--- config.mk ---
export PLATFORM = sky130hd
export DESIGN_NAME = pwr_mode_ctrl
export DESIGN_NICKNAME = d
export VERILOG_FILES = /design/src/rtl/pmc_pkg.sv /design/src/rtl/pmc_ctrl.sv /design/src/rtl/pmc_dpath.sv /design/src/rtl/pwr_mode_ctrl.sv
export SDC_FILE = /design/constraint.sdc
export NUM_CORES = 1
export LEC_CHECK = 0
export BUFFER_PORTS_ARGS = -buffer_cell sky130_fd_sc_hd__buf_2
export CORE_MARGIN = 5
export CORE_UTILIZATION = 50
export DETAILED_ROUTE_END_ITERATION = 10
export GPL_ROUTABILITY_DRIVEN = 0
export GPL_TIMING_DRIVEN = 0
export PLACE_DENSITY_LB_ADDON = 0.1
export REMOVE_ABC_BUFFERS = 1
export SLEW_MARGIN = 0
export SYNTH_ARGS = -nofsm -noshare
export SYNTH_HDL_FRONTEND = slang
export SYNTH_SLANG_ARGS = --single-unit
--- constraint.sdc ---
create_clock -name clk -period 1.8 [get_ports clk]
set_input_delay 0.27 -clock clk [delete_from_list [all_inputs] [get_ports clk]]
set_output_delay 0.27 -clock clk [all_outputs]
set_load 0.02 [all_outputs]
--- src/rtl/pmc_pkg.sv ---
package pmc_pkg;

  localparam int OSC_N = 3;
  localparam int SRC_W = 2;

  localparam logic [SRC_W-1:0] SRC_INT = 2'd0;
  localparam logic [SRC_W-1:0] SRC_RSV = 2'd1;
  localparam logic [SRC_W-1:0] SRC_HS  = 2'd2;
  localparam logic [SRC_W-1:0] SRC_EXT = 2'd3;

  typedef enum logic [2:0] {
    MD_RESET = 3'd0,
    MD_RUN   = 3'd1,
    MD_HALT  = 3'd2,
    MD_SLEEP = 3'd3,
    MD_DEBUG = 3'd4
  } pmc_mode_e;

  // control-to-datapath strobes
  typedef struct packed {
    logic bootInc;
    logic saveState;
    logic srcLoad;
  } pmc_strobe_t;

  function automatic logic [OSC_N-1:0] srcToOneHot(input logic [SRC_W-1:0] src);
    case (src)
      SRC_HS:  return 3'b010;
      SRC_EXT: return 3'b100;
      default: return 3'b001;
    endcase
  endfunction

  function automatic logic [1:0] srcToIdx(input logic [SRC_W-1:0] src);
    case (src)
      SRC_HS:  return 2'd1;
      SRC_EXT: return 2'd2;
      default: return 2'd0;
    endcase
  endfunction

endpackage

--- src/rtl/pmc_ctrl.sv ---
module pmc_ctrl
  import pmc_pkg::*;
(
  input  logic        clk,
  input  logic        rstReq,
  input  logic        haltPulse,
  input  logic        sleepPulse,
  input  logic        wakePulse,
  input  logic        dbgIrq,
  input  logic        dbgRet,
  input  logic        srcWr,
  input  logic [SRC_W-1:0] srcSel,
  input  logic        bootDone,
  input  pmc_mode_e   savedState,
  output pmc_mode_e   state,
  output pmc_strobe_t strobe
);

  pmc_mode_e nextSt;

  always_comb begin
    nextSt = state;
    strobe = '0;
    case (state)
      MD_RESET: begin
        strobe.bootInc = 1'b1;
        if (bootDone) nextSt = MD_RUN;
      end
      MD_RUN: begin
        strobe.srcLoad = srcWr && (srcSel != SRC_RSV);
        if (dbgIrq) begin
          nextSt = MD_DEBUG;
          strobe.saveState = 1'b1;
        end else if (wakePulse) begin
          nextSt = MD_RUN;
        end else if (haltPulse) begin
          nextSt = MD_HALT;
        end else if (sleepPulse) begin
          nextSt = MD_SLEEP;
        end
      end
      MD_HALT, MD_SLEEP: begin
        if (dbgIrq) begin
          nextSt = MD_DEBUG;
          strobe.saveState = 1'b1;
        end else if (wakePulse) begin
          nextSt = MD_RUN;
        end
      end
      MD_DEBUG: begin
        if (dbgRet) nextSt = savedState;
      end
      default: nextSt = MD_RESET;
    endcase
  end

  always_ff @(posedge clk or posedge rstReq) begin
    if (rstReq) state <= MD_RESET;
    else        state <= nextSt;
  end

  p_halt_entry_r2: assert property (@(posedge clk) disable iff (rstReq)
    (state == MD_RUN && haltPulse && !dbgIrq && !wakePulse) |=> state == MD_HALT);

  p_sleep_entry_r3: assert property (@(posedge clk) disable iff (rstReq)
    (state == MD_RUN && sleepPulse && !haltPulse && !dbgIrq && !wakePulse) |=> state == MD_SLEEP);

  p_wake_r4: assert property (@(posedge clk) disable iff (rstReq)
    ((state == MD_HALT || state == MD_SLEEP) && wakePulse && !dbgIrq) |=> state == MD_RUN);

  p_debug_entry_r5: assert property (@(posedge clk) disable iff (rstReq)
    ((state == MD_RUN || state == MD_HALT || state == MD_SLEEP) && dbgIrq) |=> state == MD_DEBUG);

  p_debug_return_r5: assert property (@(posedge clk) disable iff (rstReq)
    (state == MD_DEBUG && dbgRet) |=> state == $past(savedState));

  p_wake_cancels_r8: assert property (@(posedge clk) disable iff (rstReq)
    (state == MD_RUN && wakePulse && !dbgIrq) |=> state == MD_RUN);

  p_debug_stays_r10: assert property (@(posedge clk) disable iff (rstReq)
    (state == MD_DEBUG && !dbgRet) |=> state == MD_DEBUG);

endmodule

--- src/rtl/pmc_dpath.sv ---
module pmc_dpath
  import pmc_pkg::*;
#(
  parameter int BOOT_CYCLES = 4
) (
  input  logic              clk,
  input  logic              rstReq,
  input  pmc_mode_e         state,
  input  pmc_strobe_t       strobe,
  input  logic [SRC_W-1:0]  srcSel,
  input  logic [OSC_N-1:0]  slpStop,
  output logic              bootDone,
  output pmc_mode_e         savedState,
  output logic [SRC_W-1:0]  srcReg,
  output logic              cpuClkEn,
  output logic              periClkEn,
  output logic [OSC_N-1:0]  oscEn
);

  localparam int CNT_W = $clog2(BOOT_CYCLES) + 1;

  logic [CNT_W-1:0] bootCnt;
  logic [OSC_N-1:0] oscEnD;
  logic             cpuEnD;
  logic             periEnD;

  // boot sequence counter
  always_ff @(posedge clk or posedge rstReq) begin
    if (rstReq)              bootCnt <= '0;
    else if (strobe.bootInc) bootCnt <= bootCnt + 1'b1;
  end
  assign bootDone = (bootCnt == CNT_W'(BOOT_CYCLES - 1));

  // system clock source register
  always_ff @(posedge clk or posedge rstReq) begin
    if (rstReq)             srcReg <= SRC_INT;
    else if (strobe.srcLoad) srcReg <= srcSel;
  end

  // state saved on debug entry
  always_ff @(posedge clk or posedge rstReq) begin
    if (rstReq)                savedState <= MD_RUN;
    else if (strobe.saveState) savedState <= state;
  end

  // enable decode
  always_comb begin
    oscEnD  = srcToOneHot(srcReg);
    cpuEnD  = 1'b0;
    periEnD = 1'b0;
    case (state)
      MD_RESET: oscEnD = srcToOneHot(SRC_INT);
      MD_RUN, MD_DEBUG: begin
        cpuEnD  = 1'b1;
        periEnD = 1'b1;
      end
      MD_HALT: periEnD = 1'b1;
      MD_SLEEP: begin
        oscEnD  = ~slpStop;
        periEnD = ~slpStop[srcToIdx(srcReg)];
      end
      default: oscEnD = srcToOneHot(SRC_INT);
    endcase
  end

  generate
    for (genvar g = 0; g < OSC_N; g++) begin : g_osc
      always_ff @(posedge clk or posedge rstReq) begin
        if (rstReq) oscEn[g] <= (g == 0);
        else        oscEn[g] <= oscEnD[g];
      end
    end
  endgenerate

  always_ff @(posedge clk or posedge rstReq) begin
    if (rstReq) begin
      cpuClkEn  <= 1'b0;
      periClkEn <= 1'b0;
    end else begin
      cpuClkEn  <= cpuEnD;
      periClkEn <= periEnD;
    end
  end

  p_src_hold_r6: assert property (@(posedge clk) disable iff (rstReq)
    !(state == MD_RUN && srcSel != SRC_RSV) |=> $stable(srcReg));

  p_src_legal_r6: assert property (@(posedge clk) disable iff (rstReq)
    srcReg != SRC_RSV);

  p_run_onehot_r7: assert property (@(posedge clk) disable iff (rstReq)
    (state == MD_RUN) |=> ($countones(oscEn) == 1 && cpuClkEn && periClkEn));

  p_halt_cpu_off_r2: assert property (@(posedge clk) disable iff (rstReq)
    (state == MD_HALT) |=> (!cpuClkEn && periClkEn));

  p_sleep_osc_r3: assert property (@(posedge clk) disable iff (rstReq)
    (state == MD_SLEEP) |=> (oscEn == ~$past(slpStop) && !cpuClkEn));

  p_debug_clk_r5: assert property (@(posedge clk) disable iff (rstReq)
    (state == MD_DEBUG) |=> (cpuClkEn && periClkEn));

endmodule

--- src/rtl/pwr_mode_ctrl.sv ---
module pwr_mode_ctrl
  import pmc_pkg::*;
#(
  parameter int BOOT_CYCLES = 4
) (
  input  logic       clk,
  input  logic       rstReq,
  input  logic       haltPulse,
  input  logic       sleepPulse,
  input  logic       wakePulse,
  input  logic       dbgIrq,
  input  logic       dbgRet,
  input  logic       srcWr,
  input  logic [1:0] srcSel,
  input  logic [2:0] slpStop,
  output logic [2:0] mode,
  output logic [1:0] sysSrc,
  output logic       cpuClkEn,
  output logic       periClkEn,
  output logic [2:0] oscEn
);

  pmc_mode_e   state;
  pmc_mode_e   savedState;
  pmc_strobe_t strobe;
  logic        bootDone;

  pmc_ctrl u_ctrl (
    .clk        (clk),
    .rstReq     (rstReq),
    .haltPulse  (haltPulse),
    .sleepPulse (sleepPulse),
    .wakePulse  (wakePulse),
    .dbgIrq     (dbgIrq),
    .dbgRet     (dbgRet),
    .srcWr      (srcWr),
    .srcSel     (srcSel),
    .bootDone   (bootDone),
    .savedState (savedState),
    .state      (state),
    .strobe     (strobe)
  );

  pmc_dpath #(.BOOT_CYCLES(BOOT_CYCLES)) u_dpath (
    .clk        (clk),
    .rstReq     (rstReq),
    .state      (state),
    .strobe     (strobe),
    .srcSel     (srcSel),
    .slpStop    (slpStop),
    .bootDone   (bootDone),
    .savedState (savedState),
    .srcReg     (sysSrc),
    .cpuClkEn   (cpuClkEn),
    .periClkEn  (periClkEn),
    .oscEn      (oscEn)
  );

  assign mode = state;

endmodule

=== Word-level counts from Yosys, hierarchy flattened ===
Cells that the tools add are included.

* Muxes and demuxes: 21
* Reduce and logical (&&, ||, !) cells: 7
* $lt $le $gt $ge: 1
* Equal/unequal tests: 12
* Bitwise operators: 2
* Add/sub/neg operators: 1

{| class="wikitable"
|+ Operator list
! operator !! number
|-
| $mux W3 || 8
|-
| $pmux W3 S2 || 2
|-
| $pmux W3 S4 || 1
|-
| $eq A3 B2 Y1 const B || 3
|-
| $mux W1 || 6
|-
| $reduce_or A3 Y1 || 2
|-
| $ne A5 B5 Y1 const B || 1
|-
| $eq A2 B2 Y1 const B || 2
|-
| $ne A2 B2 Y1 const B || 2
|-
| $pmux W2 S2 || 1
|-
| $reduce_and A4 Y1 || 1
|-
| $reduce_or A2 Y1 || 2
|-
| $add A3 B1 Y3 const B || 1
|-
| $eq A3 B1 Y1 const B || 1
|-
| $eq A3 B3 Y1 const B || 1
|-
| $logic_not A3 Y1 || 1
|-
| $lt A2 B3 Y1 const B || 1
|-
| $ne A3 B3 Y1 const B || 1
|-
| $not A3 Y3 || 1
|-
| $bmux W1 S2 || 1
|-
| $mux W2 || 1
|-
| $ne A2 B1 Y1 const B || 1
|-
| $pmux W1 S2 || 1
|-
| $logic_and A1 B1 Y1 || 1
|-
| $not A1 Y1 || 1
|}

* Output and inout port bits: 10
* Register bits: 16

=== Logic depth before layout (Yosys ltp) ===
* Depth after elaboration: 7
* Mapped depth: 5

=== Modules after synthesis ===
From an unflattened synthesis, not the netlist that was laid out.

* Cells, all modules: 81
* Area, all modules: 883.3 sq um

{| class="wikitable"
|+ Modules (own cells, without submodules)
! module !! area each (sq um) !! seq. area each (sq um) !! times used !! cells an instance
|-
| pmc_dpath || 638.1 || 327.8 || 1 || 54
|-
| pmc_ctrl || 245.2 || 75.1 || 1 || 27
|}

=== Worst setup path after synthesis ===
OpenSTA, ideal clock, no wires.

* Kind: register -> register
* Start: register u_ctrl.state[1]
* End: register u_ctrl.state[0]
* Data required time: 1675 ps
* Slack: 349 ps
* Stages on the path, launching flop included: 5
* Clock period less this slack: 1451 ps
* Library setup time: 125 ps
* Path buffers: 1
* Arrival time: 1326 ps
* Path through: dfrtp_1 -> buf_2 -> a32oi_1 -> nand3_1 -> mux2_4

* Cells in the longest elaborated chain, start to end: 4
* Elaborated cells on any way between the ends: 12

{| class="wikitable"
|+ Ends and longest elaborated chain
! item !! line !! source
|-
| start, declared || pmc_ctrl.sv:15 || <nowiki>output pmc_mode_e state,</nowiki>
|-
| start signal, assigned || pmc_ctrl.sv:59 || <nowiki>else state <= nextSt;</nowiki>
|-
| $eq A3 B2 Y1 (on tied branches) || -- ||
|-
| $reduce_or A2 Y1 || pmc_ctrl.sv:24 || <nowiki>case (state)</nowiki>
|-
| $ne A3 B3 Y1 (no source line) || -- ||
|-
| $reduce_and A4 Y1 (no source line) || -- ||
|}

Several ways; a longest one is shown, not always the timed one.
A chain may end at the register's enable or synchronous reset.

=== Worst setup path after layout ===
Ends and elaborated chain as after synthesis.

==> flow_metrics.tcl <==
set metrics [dict create \
    setup_viol 0 \
    clk_latency_ps 280 \
    slew_headroom_pct 60.7 \
    finalCritPeriodShare_pct 94.0 \
    p_int_mw 0.969 \
    use_met1_pct 18.5 \
    drc 0 \
    synthTopCellsByArea "dfrtp_1, dfstp_2, nand2_1, mux2i_1, a32oi_1" \
    placement.io_buffers 22 \
    drtPass1Iterations 4 \
    drt_iter0_drc 7 \
    postSynthAreaPerCell_um2 9.98 \
    swShare_pct 44.1 \
    cp.arrival_ps 1870 \
    yosys.area.top_type "dfrtp_1" \
    r2r_slack_ps 110 \
    peakVddDrop_mv 0.845 \
    max_freq_mhz 591 \
    wl_per_cell_um 13.9 \
    layout.cells.most_common_list "buf_2, dfrtp_1, nand2_1, inv_1" \
    ys_warn_count 0 \
    nets 122 \
    p_per_area_nw_per_um2 1780 \
    final_util_pct 63.3 \
    worst_setup_path_start_kind "flip-flop" \
    yosysSeqAreaShare_pct 48.1 \
    grt.busiest_layer "met2" \
    synthFlopType "dfrtp_1" \
    core.rowCount 14 \
    p_sw_mw 0.765 \
    rr_worst_depth 4 \
    core_area_um2 1540 \
    cts_resized 0 \
    p_leak_nw 0.503 \
    regToRegEndpoint "u_ctrl.state[0]" \
    final_antenna_net_count 0 \
    cts_tree "done" \
    slew_violations 0 \
    synthCells 84 \
    die_x_um 50.9 \
    grt_pass1_vias 651 \
    wl_um 1700 \
    rsz0062_at_grt "false" \
    synthToLayoutAreaGrowth_pct 16.4 \
    ctsHtreeMaxLevel 1 \
    syn-cell-area_um2 838 \
    hold_buffers 0 \
    required_ps 1980 \
    worst_setup_path_end_kind "flip-flop" \
    grt_util_met3_pct 3.49 \
    num_vias 694 \
    grt.met2_usage_pct 23.6 \
    postCtsSetupBuffers 0 \
    crit_type "flip-flop to flip-flop" \
    clk_path_buf_depth 2 \
    cts.clk_slew.worst_paths_ps 100 \
    setup-tns-final_ps 0 \
    clock_skew_ps 11.5 \
    antenna_found_initial 0 \
    whs_ps 28.3 \
    path_max_fanout 14 \
    grt_overflow 0 \
    diodes 0 \
    cts_made_buffers 3 \
    synth-edff-count 0 \
    dieArea_um2 2600 \
    p_comb_share_pct 47.0 \
    grt_max_degree 17 \
    cp-startpoint "u_ctrl.state[1]" \
    final_common_cell "buf_2" \
    grt_first_pass_wirelength_um 2910 \
    cap_viol_max_count 0 \
    netlist.area_leader.share_pct 41.8 \
    fp.dieH_um 50.9 \
    period_minus_slack_ps 1690 \
    synth-seq-cells 16 \
    initial_core_util_pct 54.4 \
    io_pins 23 \
    status "completed" \
    power_frac_seq_pct 41.7 \
    dp_slack_ps 109 \
    track_usage_pct 14.6 \
    hold_class "primary input to async pin" \
    async_flop_share_pct 100 \
    fin_ws_ps 108 \
    reg2reg_from "u_ctrl.state[1]" \
    worstSetupEndpoint "u_ctrl.state[0]" \
    cts-root-buf "clkbuf_4" \
    drive_above_1_share_pct 30.2 \
    yosys.cell_types.count 35 \
    cts.sinks 16 \
    clkPwrFrac_pct 11.4 \
    finalHoldViolCount 0 \
    place_hpwl_um 1250 \
    worst-slew-pin-transition_ps 589 \
    avgViaCountPerCell 5.69 \
]
-- metrics by stage --
stage               power (mW)  area [µm²]  instances
global placement          1.52         950        118
detailed placement        1.55         950        118
CTS                       1.75         976        122
floorplan                 1.30         820         80
global route              1.88         976        122
finish                    1.73         976        122
-- power by group through the flow --
stage | Clock, mW | Sequential (mW) | Combinational, mW
global route | 0.229 | 0.754 | 0.899
floorplan | 0 | 0.815 | 0.486
global placement | 0 | 0.726 | 0.792
finish | 0.197 | 0.722 | 0.814
CTS | 0.206 | 0.720 | 0.825
detailed placement | 0 | 0.729 | 0.819
-- sequential cells by signal (all words and copies together) (netlist names) --
| signal | flops |
|---|---|
| u_ctrl.state | 3 |
| u_dpath.bootCnt | 3 |
| u_dpath.oscEn | 3 |
| u_dpath.savedState | 3 |
| u_dpath.srcReg | 2 |
| u_dpath.cpuClkEn | 1 |
| u_dpath.periClkEn | 1 |
-- how the worst min path moves through the flow --
stage                      start                 end  slack [ps]
after global routing      rstReq  u_dpath.bootCnt[2]          80
after detailed placement  rstReq    u_dpath.oscEn[1]         370
after floorplan           rstReq     u_ctrl.state[0]         180
after global placement    rstReq    u_dpath.oscEn[1]         360
final                     rstReq  u_dpath.bootCnt[0]          30
after CTS                 rstReq  u_dpath.bootCnt[0]          50
-- kinds of logic after synthesis --
kind of cell | after synthesis | share of synthesized area [%]
and+or+nand+nor | 30 | 19.3
AOI/OAI and AO/OA | 19 | 16.0
DFF | 16 | 48.1
buffers and inverters | 10 | 4.92
muxes | 5 | 6.72
xor gates and xnor gates | 2 | 2.09
adders and majority gates | 2 | 2.98
-- critical path: stages, from the launching register on --
cell	delay, ps
dfrtp_1	570
nor3_2	480
nand2b_1	120
nand3_1	120
mux2_4	300
-- cells in the mapped netlist (all sizes together), types with 2 or more instances --
cell    instances
inv             6
a21oi           3
a21o            2
nand3           3
o21ai           3
nor2b           4
ha              2
nand2b          2
dfrtp          14
nand2          10
mux2i           3
o22ai           2
dfstp           2
nor3            2
nor2            5
buf             3
a32oi           3
mux2            2
-- final cells by class --
cell class                 instances  area (µm²)
clock buffer                       4        26.3
fill                             135         566
inverter                           6        22.5
multi-input combinational         58         394
sequential                        16         403
tap                               16        20.0
timing repair buffer              22         110
-- metal layers --
layer / wire (µm) / up-vias / part of all wire, %
li1: - / 345 / -
met1: 760 / 332 / 45
met2: 847 / 15 / 50
met3: 81 / 2 / 4.8
met4: 10 / 0 / 0.59
met5: 0 / - / 0
(Power assumes the default switching activity.)
